**config.mk**
```make
export PLATFORM = sky130hd
export DESIGN_NAME = serial_reg_port
export DESIGN_NICKNAME = d
export VERILOG_FILES = /design/src/rtl/sport_pkg.sv /design/src/rtl/sport_sync.sv /design/src/rtl/sport_fsm.sv /design/src/rtl/sport_regbank.sv /design/src/rtl/serial_reg_port.sv
export SDC_FILE = /design/constraint.sdc
export NUM_CORES = 2
export LEC_CHECK = 0
export CAP_MARGIN = 20
export CORE_ASPECT_RATIO = 0.5
export CORE_MARGIN = 2
export CORE_UTILIZATION = 40
export DETAILED_ROUTE_END_ITERATION = 7
export DONT_BUFFER_PORTS = 1
export HOLD_SLACK_MARGIN = 0.12
export SYNTH_ARGS = -nofsm -noshare
export SYNTH_HDL_FRONTEND = slang
export SYNTH_SLANG_ARGS = --single-unit
export TNS_END_PERCENT = 1
```
**constraint.sdc**
```tcl
create_clock -name clk -period 2.3 [get_ports clk]
set_clock_uncertainty 0.05 [all_clocks]
set_input_delay 0.115 -clock clk [delete_from_list [all_inputs] [get_ports clk]]
set_output_delay 0.115 -clock clk [all_outputs]
set_load 0.03 [all_outputs]
```
**src/rtl/sport_pkg.sv**
```systemverilog
package sport_pkg;

    localparam int CMD_W      = 8;
    localparam int REG_ADDR_W = 5;
    localparam int ACT_W      = 7;
    localparam logic [CMD_W-1:0] RESYNC_CMD = 8'hFE;

    typedef enum logic [1:0] {
        PH_CMD   = 2'd0,
        PH_READ  = 2'd1,
        PH_WRITE = 2'd2
    } phase_t;

    typedef enum logic [1:0] {
        OP_NONE   = 2'd0,
        OP_READ   = 2'd1,
        OP_WRITE  = 2'd2,
        OP_ACTION = 2'd3
    } op_t;

    function automatic op_t decode_cmd(input logic [CMD_W-1:0] c);
        if (c == RESYNC_CMD) return OP_NONE;
        if (c[7])            return OP_ACTION;
        if (c[6])            return OP_WRITE;
        return OP_READ;
    endfunction

endpackage

```
**src/rtl/sport_sync.sv**
```systemverilog
module sport_sync #(
    parameter int W      = 3,
    parameter int STAGES = 2,
    parameter logic [W-1:0] RST_VAL = '0
) (
    input  logic         clk,
    input  logic         rst_n,
    input  logic [W-1:0] d,
    output logic [W-1:0] q
);

    logic [STAGES-1:0][W-1:0] pipe_d, pipe_q;

    always_comb begin
        pipe_d[0] = d;
        for (int i = 1; i < STAGES; i++) begin
            pipe_d[i] = pipe_q[i-1];
        end
    end

    always_ff @(posedge clk or negedge rst_n) begin
        if (!rst_n) pipe_q <= {STAGES{RST_VAL}};
        else        pipe_q <= pipe_d;
    end

    assign q = pipe_q[STAGES-1];

endmodule

```
**src/rtl/sport_fsm.sv**
```systemverilog
module sport_fsm
    import sport_pkg::*;
#(
    parameter int DATA_W = 24
) (
    input  logic                  clk,
    input  logic                  rst_n,
    input  logic                  cs_s,
    input  logic                  sclk_s,
    input  logic                  sdi_s,
    output logic [REG_ADDR_W-1:0] rd_addr,
    input  logic [DATA_W-1:0]     rd_data,
    output logic                  wr_stb,
    output logic [REG_ADDR_W-1:0] wr_addr,
    output logic [DATA_W-1:0]     wr_data,
    output logic                  sdo,
    output logic                  act_stb,
    output logic [ACT_W-1:0]      act_code
);

    localparam int CNT_W = $clog2(DATA_W) > 3 ? $clog2(DATA_W) : 3;
    localparam logic [CNT_W-1:0] LAST_DATA = CNT_W'(DATA_W - 1);
    localparam logic [CNT_W-1:0] LAST_CMD  = CNT_W'(CMD_W - 1);

    typedef struct packed {
        phase_t                phase;
        logic [CNT_W-1:0]      cnt;
        logic [CMD_W-1:0]      cmd;
        logic [REG_ADDR_W-1:0] addr;
        logic [DATA_W-1:0]     tx;
        logic [DATA_W-1:0]     rx;
        logic                  sdo;
        logic                  sclk_prev;
        logic                  act_stb;
        logic [ACT_W-1:0]      act_code;
        logic                  wr_stb;
        logic [REG_ADDR_W-1:0] wr_addr;
        logic [DATA_W-1:0]     wr_data;
    } st_t;

    st_t st_d, st_q;
    logic rise, fall;
    logic [CMD_W-1:0] cmd_next;

    assign rise     = sclk_s & ~st_q.sclk_prev;
    assign fall     = ~sclk_s & st_q.sclk_prev;
    assign cmd_next = {st_q.cmd[CMD_W-2:0], sdi_s};
    // bits 5:1 of the byte being completed sit in cmd[4:0] before the last shift
    assign rd_addr  = st_q.cmd[REG_ADDR_W-1:0];

    always_comb begin
        st_d           = st_q;
        st_d.act_stb   = 1'b0;
        st_d.wr_stb    = 1'b0;
        st_d.sclk_prev = sclk_s;

        if (cs_s) begin
            st_d.phase = PH_CMD;
            st_d.cnt   = '0;
            st_d.sdo   = 1'b0;
        end else if (rise) begin
            unique case (st_q.phase)
                PH_CMD: begin
                    st_d.cmd = cmd_next;
                    if (st_q.cnt == LAST_CMD) begin
                        st_d.cnt = '0;
                        unique case (decode_cmd(cmd_next))
                            OP_ACTION: begin
                                st_d.act_stb  = 1'b1;
                                st_d.act_code = cmd_next[ACT_W-1:0];
                            end
                            OP_WRITE: begin
                                st_d.phase = PH_WRITE;
                                st_d.addr  = cmd_next[REG_ADDR_W:1];
                            end
                            OP_READ: begin
                                st_d.phase = PH_READ;
                                st_d.addr  = cmd_next[REG_ADDR_W:1];
                                st_d.tx    = rd_data;
                            end
                            default: ;
                        endcase
                    end else begin
                        st_d.cnt = st_q.cnt + 1'b1;
                    end
                end
                PH_READ: begin
                    if (st_q.cnt == LAST_DATA) begin
                        st_d.phase = PH_CMD;
                        st_d.cnt   = '0;
                        st_d.sdo   = 1'b0;
                    end else begin
                        st_d.cnt = st_q.cnt + 1'b1;
                    end
                end
                PH_WRITE: begin
                    st_d.rx = {st_q.rx[DATA_W-2:0], sdi_s};
                    if (st_q.cnt == LAST_DATA) begin
                        st_d.wr_stb  = 1'b1;
                        st_d.wr_addr = st_q.addr;
                        st_d.wr_data = {st_q.rx[DATA_W-2:0], sdi_s};
                        st_d.phase   = PH_CMD;
                        st_d.cnt     = '0;
                    end else begin
                        st_d.cnt = st_q.cnt + 1'b1;
                    end
                end
                default: begin
                    st_d.phase = PH_CMD;
                    st_d.cnt   = '0;
                end
            endcase
        end else if (fall && st_q.phase == PH_READ) begin
            st_d.sdo = st_q.tx[DATA_W-1];
            st_d.tx  = {st_q.tx[DATA_W-2:0], 1'b0};
        end
    end

    always_ff @(posedge clk or negedge rst_n) begin
        if (!rst_n) begin
            st_q       <= '0;
            st_q.phase <= PH_CMD;
        end else begin
            st_q <= st_d;
        end
    end

    assign wr_stb   = st_q.wr_stb;
    assign wr_addr  = st_q.wr_addr;
    assign wr_data  = st_q.wr_data;
    assign sdo      = st_q.sdo;
    assign act_stb  = st_q.act_stb;
    assign act_code = st_q.act_code;

    assert_cnt_range_R3: assert property (@(posedge clk) disable iff (!rst_n)
        st_q.cnt <= LAST_DATA)
        else $error("bit counter out of range");

    assert_strobe_single_R5: assert property (@(posedge clk) disable iff (!rst_n)
        act_stb |=> !act_stb)
        else $error("action strobe longer than one cycle");

    assert_deselect_idle_R7: assert property (@(posedge clk) disable iff (!rst_n)
        cs_s |=> (st_q.phase == PH_CMD && st_q.cnt == '0 && !wr_stb))
        else $error("port not idle after deselect");

    assert_write_exclusive_R4: assert property (@(posedge clk) disable iff (!rst_n)
        wr_stb |-> (st_q.phase == PH_CMD && !act_stb))
        else $error("commit outside command phase");

endmodule

```
**src/rtl/sport_regbank.sv**
```systemverilog
module sport_regbank
    import sport_pkg::*;
#(
    parameter int DATA_W = 24
) (
    input  logic                  clk,
    input  logic                  rst_n,
    input  logic                  ser_we,
    input  logic [REG_ADDR_W-1:0] ser_addr,
    input  logic [DATA_W-1:0]     ser_data,
    input  logic                  core_we,
    input  logic [REG_ADDR_W-1:0] core_addr,
    input  logic [DATA_W-1:0]     core_data,
    input  logic [REG_ADDR_W-1:0] rd_addr_a,
    output logic [DATA_W-1:0]     rd_data_a,
    input  logic [REG_ADDR_W-1:0] rd_addr_b,
    output logic [DATA_W-1:0]     rd_data_b
);

    localparam int N_REGS = 1 << REG_ADDR_W;

    logic [N_REGS-1:0][DATA_W-1:0] regs_d, regs_q;

    for (genvar g = 0; g < N_REGS; g++) begin : g_reg
        always_comb begin
            regs_d[g] = regs_q[g];
            if (core_we && core_addr == REG_ADDR_W'(g)) regs_d[g] = core_data;
            if (ser_we  && ser_addr  == REG_ADDR_W'(g)) regs_d[g] = ser_data;
        end
    end

    always_ff @(posedge clk or negedge rst_n) begin
        if (!rst_n) regs_q <= '0;
        else        regs_q <= regs_d;
    end

    assign rd_data_a = regs_q[rd_addr_a];
    assign rd_data_b = regs_q[rd_addr_b];

    assert_regs_hold_R4: assert property (@(posedge clk) disable iff (!rst_n)
        (!ser_we && !core_we) |=> $stable(regs_q))
        else $error("register changed without a write");

    assert_serial_wins_R9: assert property (@(posedge clk) disable iff (!rst_n)
        (ser_we && core_we && ser_addr == core_addr) |=> (regs_q[$past(ser_addr)] == $past(ser_data)))
        else $error("serial commit lost to core write");

endmodule

```
**src/rtl/serial_reg_port.sv**
```systemverilog
module serial_reg_port
    import sport_pkg::*;
#(
    parameter int DATA_W      = 24,
    parameter int SYNC_STAGES = 2
) (
    input  logic                  clk,
    input  logic                  rst_n,
    input  logic                  cs_n,
    input  logic                  sclk,
    input  logic                  sdi,
    output logic                  sdo,
    output logic                  sdo_oe,
    output logic                  action_stb,
    output logic [ACT_W-1:0]      action_code,
    input  logic                  core_wr_en,
    input  logic [REG_ADDR_W-1:0] core_wr_addr,
    input  logic [DATA_W-1:0]     core_wr_data,
    input  logic [REG_ADDR_W-1:0] core_rd_addr,
    output logic [DATA_W-1:0]     core_rd_data
);

    logic [2:0] pins_s;
    logic cs_s, sclk_s, sdi_s;
    logic [REG_ADDR_W-1:0] fsm_rd_addr, wr_addr;
    logic [DATA_W-1:0] fsm_rd_data, wr_data;
    logic wr_stb;

    sport_sync #(
        .W(3), .STAGES(SYNC_STAGES), .RST_VAL(3'b100)
    ) u_sync (
        .clk(clk), .rst_n(rst_n),
        .d({cs_n, sclk, sdi}), .q(pins_s)
    );

    assign {cs_s, sclk_s, sdi_s} = pins_s;

    sport_fsm #(.DATA_W(DATA_W)) u_fsm (
        .clk(clk), .rst_n(rst_n),
        .cs_s(cs_s), .sclk_s(sclk_s), .sdi_s(sdi_s),
        .rd_addr(fsm_rd_addr), .rd_data(fsm_rd_data),
        .wr_stb(wr_stb), .wr_addr(wr_addr), .wr_data(wr_data),
        .sdo(sdo), .act_stb(action_stb), .act_code(action_code)
    );

    sport_regbank #(.DATA_W(DATA_W)) u_regs (
        .clk(clk), .rst_n(rst_n),
        .ser_we(wr_stb), .ser_addr(wr_addr), .ser_data(wr_data),
        .core_we(core_wr_en), .core_addr(core_wr_addr), .core_data(core_wr_data),
        .rd_addr_a(fsm_rd_addr), .rd_data_a(fsm_rd_data),
        .rd_addr_b(core_rd_addr), .rd_data_b(core_rd_data)
    );

    assign sdo_oe = ~cs_s;

    // consecutive cycles with chip select high, saturating past the sync depth
    localparam int HI_W = $clog2(SYNC_STAGES + 2) + 1;
    logic [HI_W-1:0] hi_cnt_q;
    always_ff @(posedge clk or negedge rst_n) begin
        if (!rst_n)                              hi_cnt_q <= '0;
        else if (!cs_n)                          hi_cnt_q <= '0;
        else if (hi_cnt_q <= HI_W'(SYNC_STAGES)) hi_cnt_q <= hi_cnt_q + 1'b1;
    end

    assert_float_deselected_R1: assert property (@(posedge clk) disable iff (!rst_n)
        (hi_cnt_q > HI_W'(SYNC_STAGES)) |-> !sdo_oe)
        else $error("sdo driven while deselected");

endmodule

```
==> summary.md <==
| Metric | Value |
|---|---|
| Max Clock Freq | 366.9 MHz |
| Max Slew Vio Count | 0 |
| Max Cap Violations | 0 |
| Largest net degree at the start of global routing | just under 900 |
| Critical path endpoint category | output port |
| CTS Root Cell | clkbuf_16 |
| First-pass GRT wire length | between 200 and 300 mm |
| Setup crit start kind | register |
| Dominant cells by area after synthesis | dfrtp_1, mux4_2, mux2i_1 |
| Worst EP required | 2.13 ns |
| Core area | between 100,000 and 150,000 um2 |
| Crit path largest cell delay | 0.56 ns |
| Vias in the first global route | between 40,000 and 50,000 |
| Failing checks | hold timing, setup timing |
| CTS Buf Count | 89 |
| Post-DRT Antenna Nets | 0 |
| H-Tree Depth | 3 |
| Placed Cells | between 6,000 and 7,000 |
| Worst Tran Pin Value | 1.307 ns |
| Reg2reg start | u_fsm.rd_addr[0] |
| Status | complete, but fails checks |
| Setup ws final | -0.4254 ns |
| Clock Tree Buf Depth | 3 |
| Residual DRC count | 0 |
| Leakage dissipation | about 25 nW |
| Post-synthesis sequential area ratio | 41.92% |
| Clk slew on worst S/H paths | roughly 0.06 ns |
| Type of the most critical hold path | input pin to asynchronous set/reset pin |
| Worst R2R Path Depth | 7 |
| GRT overflow | 0 |
| Post-synth ARST share | between 90% and 100% |
| Crit path buffers/inverters | 0 |
| Final worst-path cycle share | 118.5% |
| Area leader, netlist | dfrtp_1 |
| Top delay family on crit path | multiplexers |
| Post-synth EDFFs | 0 |
| Syn nets | roughly 4,800 |
| Ratio of cells with drive above 1 in the final layout | 21.86% |
| Critical path capture point | core_rd_data[1] |
| I/O Buffers | 0 |
| Setup violations, final | 25 |
| # rows | 93 |
| Worst vdd ir | between 0.6 and 0.7 mV |
| Clock latency on the worst-skew pair | between 0.7 and 0.8 ns |
| Via count | 40,620 |
| Layout area overhead | 14.09% |
| Dominant synthesized flop cell | dfrtp_1 |
| Min Tclk post-route | roughly 2.7 ns |
| Post-Layout Cell Count | 6,442 |
| Final HPWL DP | about 110 mm |
| DP Area | roughly 55,000 um2 |
| Ys Warns | 0 |
| Die ar. | roughly 130,000 um2 |
| Critical Path Source | u_regs.regs_q[361] |
| Yosys top cell area share | a little over two fifths |
| Final hold violations | roughly 140 |
| Levels on crit path | 3 |
| GR Util All Layers | between 20% and 30% |
| Rel. slew slack | around 13% |
| Synthesized area per cell | 11.00 um2 |
| Nets | ~4,700 |
| Via density per instance | roughly 6.3 |
| Fill count | between 10,000 and 15,000 |
| CTS tree | built |
| Crit path cell chain | mux4_2 -> mux4_2 -> mux2_4 |
| Pwr Density | around 900 nW/um2 |
| Fin area | approximately 60,000 um2 |
| Final Wtd Congestion | just under 0.9 |
| Most used cell, CP | mux4_2 |
| Reg-to-Reg End | u_fsm.st_q[84] |
| Worst hold slack | -0.1202 ns |
| Post-Syn Area | around 53,000 um2 |
| CTS Sinks | slightly below 900 |
| Initial antenna violation count | 1 |
| Synth unique cells | 57 |
| Starting Density | between 40 and 50% |
| Pre-Repair DR Iteration Count | 6 |
| Arrival time worst endpoint | roughly 2.6 ns |
| Synth Instances | ~4,800 |
| Die W | roughly 520 um |
| Initial DRC count | ~5,400 |
| Worst Path Max Fanout | 3 |
| RSZ-0062 raised after global routing | yes |
| Routed wire length | ~190 mm |
| Die Ht | between 200 and 300 um |
| Ports | 74 |
| Flops & latches, synth | between 800 and 900 |
| Crit path max-delay cell type | mux4_2 |
| Reg2Reg Setup Slack | -0.01 ns |
| Drt wl/cell | about 29 um |
| WS Path Type | register to output port |
==> placed cells by master (no fill, tap or decap), types with 4 or more instances in the layout <==
master / count
dfrtp_1: 874
mux2i_1: 840
a21oi_1: 490
nor2_1: 447
mux4_2: 410
nand2_1: 378
o21ai_0: 307
buf_4: 163
buf_12: 100
clkbuf_16: 94
mux2_2: 72
o21ai_1: 59
dlygate4sd3_1: 47
nand3_1: 33
nand4_1: 27
mux2_4: 24
nand2_2: 24
clkbuf_8: 23
o22ai_1: 22
a22o_1: 22
o211a_1: 22
o2111ai_1: 21
nor2_4: 17
clkbuf_1: 16
a21oi_2: 15
clkinv_2: 12
nand2b_1: 9
bufinv_16: 9
buf_16: 6
nor2b_1: 5
nor3_1: 5
nand3b_1: 5
ha_1: 5
inv_1: 4
a21boi_4: 4
buf_6: 4
==> timing repair <==
action                                  CTS  global route
gates resized for setup                  42            15
pin swaps                                 0             9
gates cloned                              0             0
buffers inserted                          4             1
hold buffers                             71             8
setup endpoints to repair                37            52
endpoints found under the hold margin  1651           475
==> worst register-to-register path, stage by stage, from the launching register on <==
cell	delay, ns
dfrtp_4	0.51
buf_12	0.22
buf_12	0.21
mux4_2	0.53
a22o_1	0.24
a21oi_1	0.19
nand4_1	0.12
o211a_1	0.13
==> routing by layer <==
layer / up-vias / global-route usage [%] / share of wire [%]
met5: - / 0 / 0
met4: 0 / 11.01 / 4.3
met3: 442 / 5.910 / 9.9
met2: 2341 / 42.30 / 45
met1: 20730 / 37.94 / 40
li1: 17110 / - / -
==> flip-flops by register name (all words and copies together) (netlist names) <==
signal	count
u_fsm.st_q	60
u_fsm.rd_addr	5
u_sync.pipe_d	3
u_fsm.sdo	1
u_fsm.act_code	7
u_regs.regs_q	768
u_fsm.cmd_next	2
u_fsm.wr_addr	5
u_fsm.act_stb	1
u_sync.q	3
u_fsm.wr_data	24
u_fsm.wr_stb	1
==> worst min-delay path by stage <==
| stage | start | endpoint | slack (ns) | cells past startpoint |
|---|---|---|---|---|
| 3_3_place_gp | rst_n | u_regs.regs_q[82] | -0.14 | 0 |
| 5_1_grt | rst_n | u_regs.regs_q[131] | -0.001 | 5 |
| 4_1_cts | rst_n | u_regs.regs_q[270] | -0.89 | 0 |
| 6_report | rst_n | u_regs.regs_q[131] | -0.12 | 5 |
| 3_5_place_dp | rst_n | u_regs.regs_q[154] | -0.14 | 0 |
| 2_1_floorplan | rst_n | u_fsm.act_code[0] | -0.23 | 0 |
==> report_power, final <==
| group | internal [W] | leakage (nW) | switching (W) | total (W) |
|---|---|---|---|---|
| clock | 0.00920 | 1.53 | 0.00665 | 0.0158 |
| sequential | 0.0184 | 9.82 | 0.00267 | 0.0210 |
| combinational | 0.00826 | 14.1 | 0.00770 | 0.0160 |
| total | 0.0358 | 25.4 | 0.0170 | 0.0528 |
==> cells by family (layout without fill, tap and decap cells) <==
kind of cell / count (synthesis) / count (layout) / synth area share, %
AND/OR/NAND/NOR: 993 / 993 / 7.795
flip-flops: 880 / 880 / 41.92
adder cells (fa/ha/maj): 5 / 5 / 0.1191
other: 0 / 1 / 0
buffers and inverters: 576 / 485 / 4.551
AO/OA/AOI/OAI: 973 / 973 / 9.938
multiplexers: 1348 / 1348 / 35.68
==> synth_stat cells (all sizes together) (5+ instances only) <==
master and number:
nand2b 11, o2111ai 23, mux2 96, buf 189, nor2b 9, o21ai 366
a21oi 506, nand2 402, clkbuf 382, o22ai 22, nor2 465, nand4 27
nand3b 5, a22o 22, dfrtp 878, inv 5, mux4 410, ha 5
mux2i 842, o211a 22, nand3 35, nor3 11
==> layout make-up <==
cell class	instances	area, um2	area share (%)
antenna	1	2.502	0.004175
clock buffer	133	2729	4.553
clock inverter	26	377.9	0.6304
inverter	5	18.77	0.03131
multi-input combinational	3319	28660	47.81
sequential	880	22040	36.76
tap	1757	2198	3.668
timing repair buffer	321	3919	6.538
==> per-stage QoR <==
step | worst slack, ns | TNS [ns] | hold WS, ns | total power (W) | utilization [%]
finish | -0.4254 | -9.196 | -0.1202 | 0.05285 | 46.28
global route | -0.4690 | -10.44 | -0.001000 | 0.05479 | 46.28
CTS | -0.4596 | -10.03 | -0.8925 | 0.05234 | 46.01
detailed placement | -0.07418 | -0.3181 | -0.1418 | 0.03585 | 42.72
global placement | -0.09557 | -0.4241 | -0.1445 | 0.03536 | 42.72
floorplan | 0.09188 | 0 | -0.2306 | 0.03089 | -
Note: power is estimated with default switching activity, not from simulation.
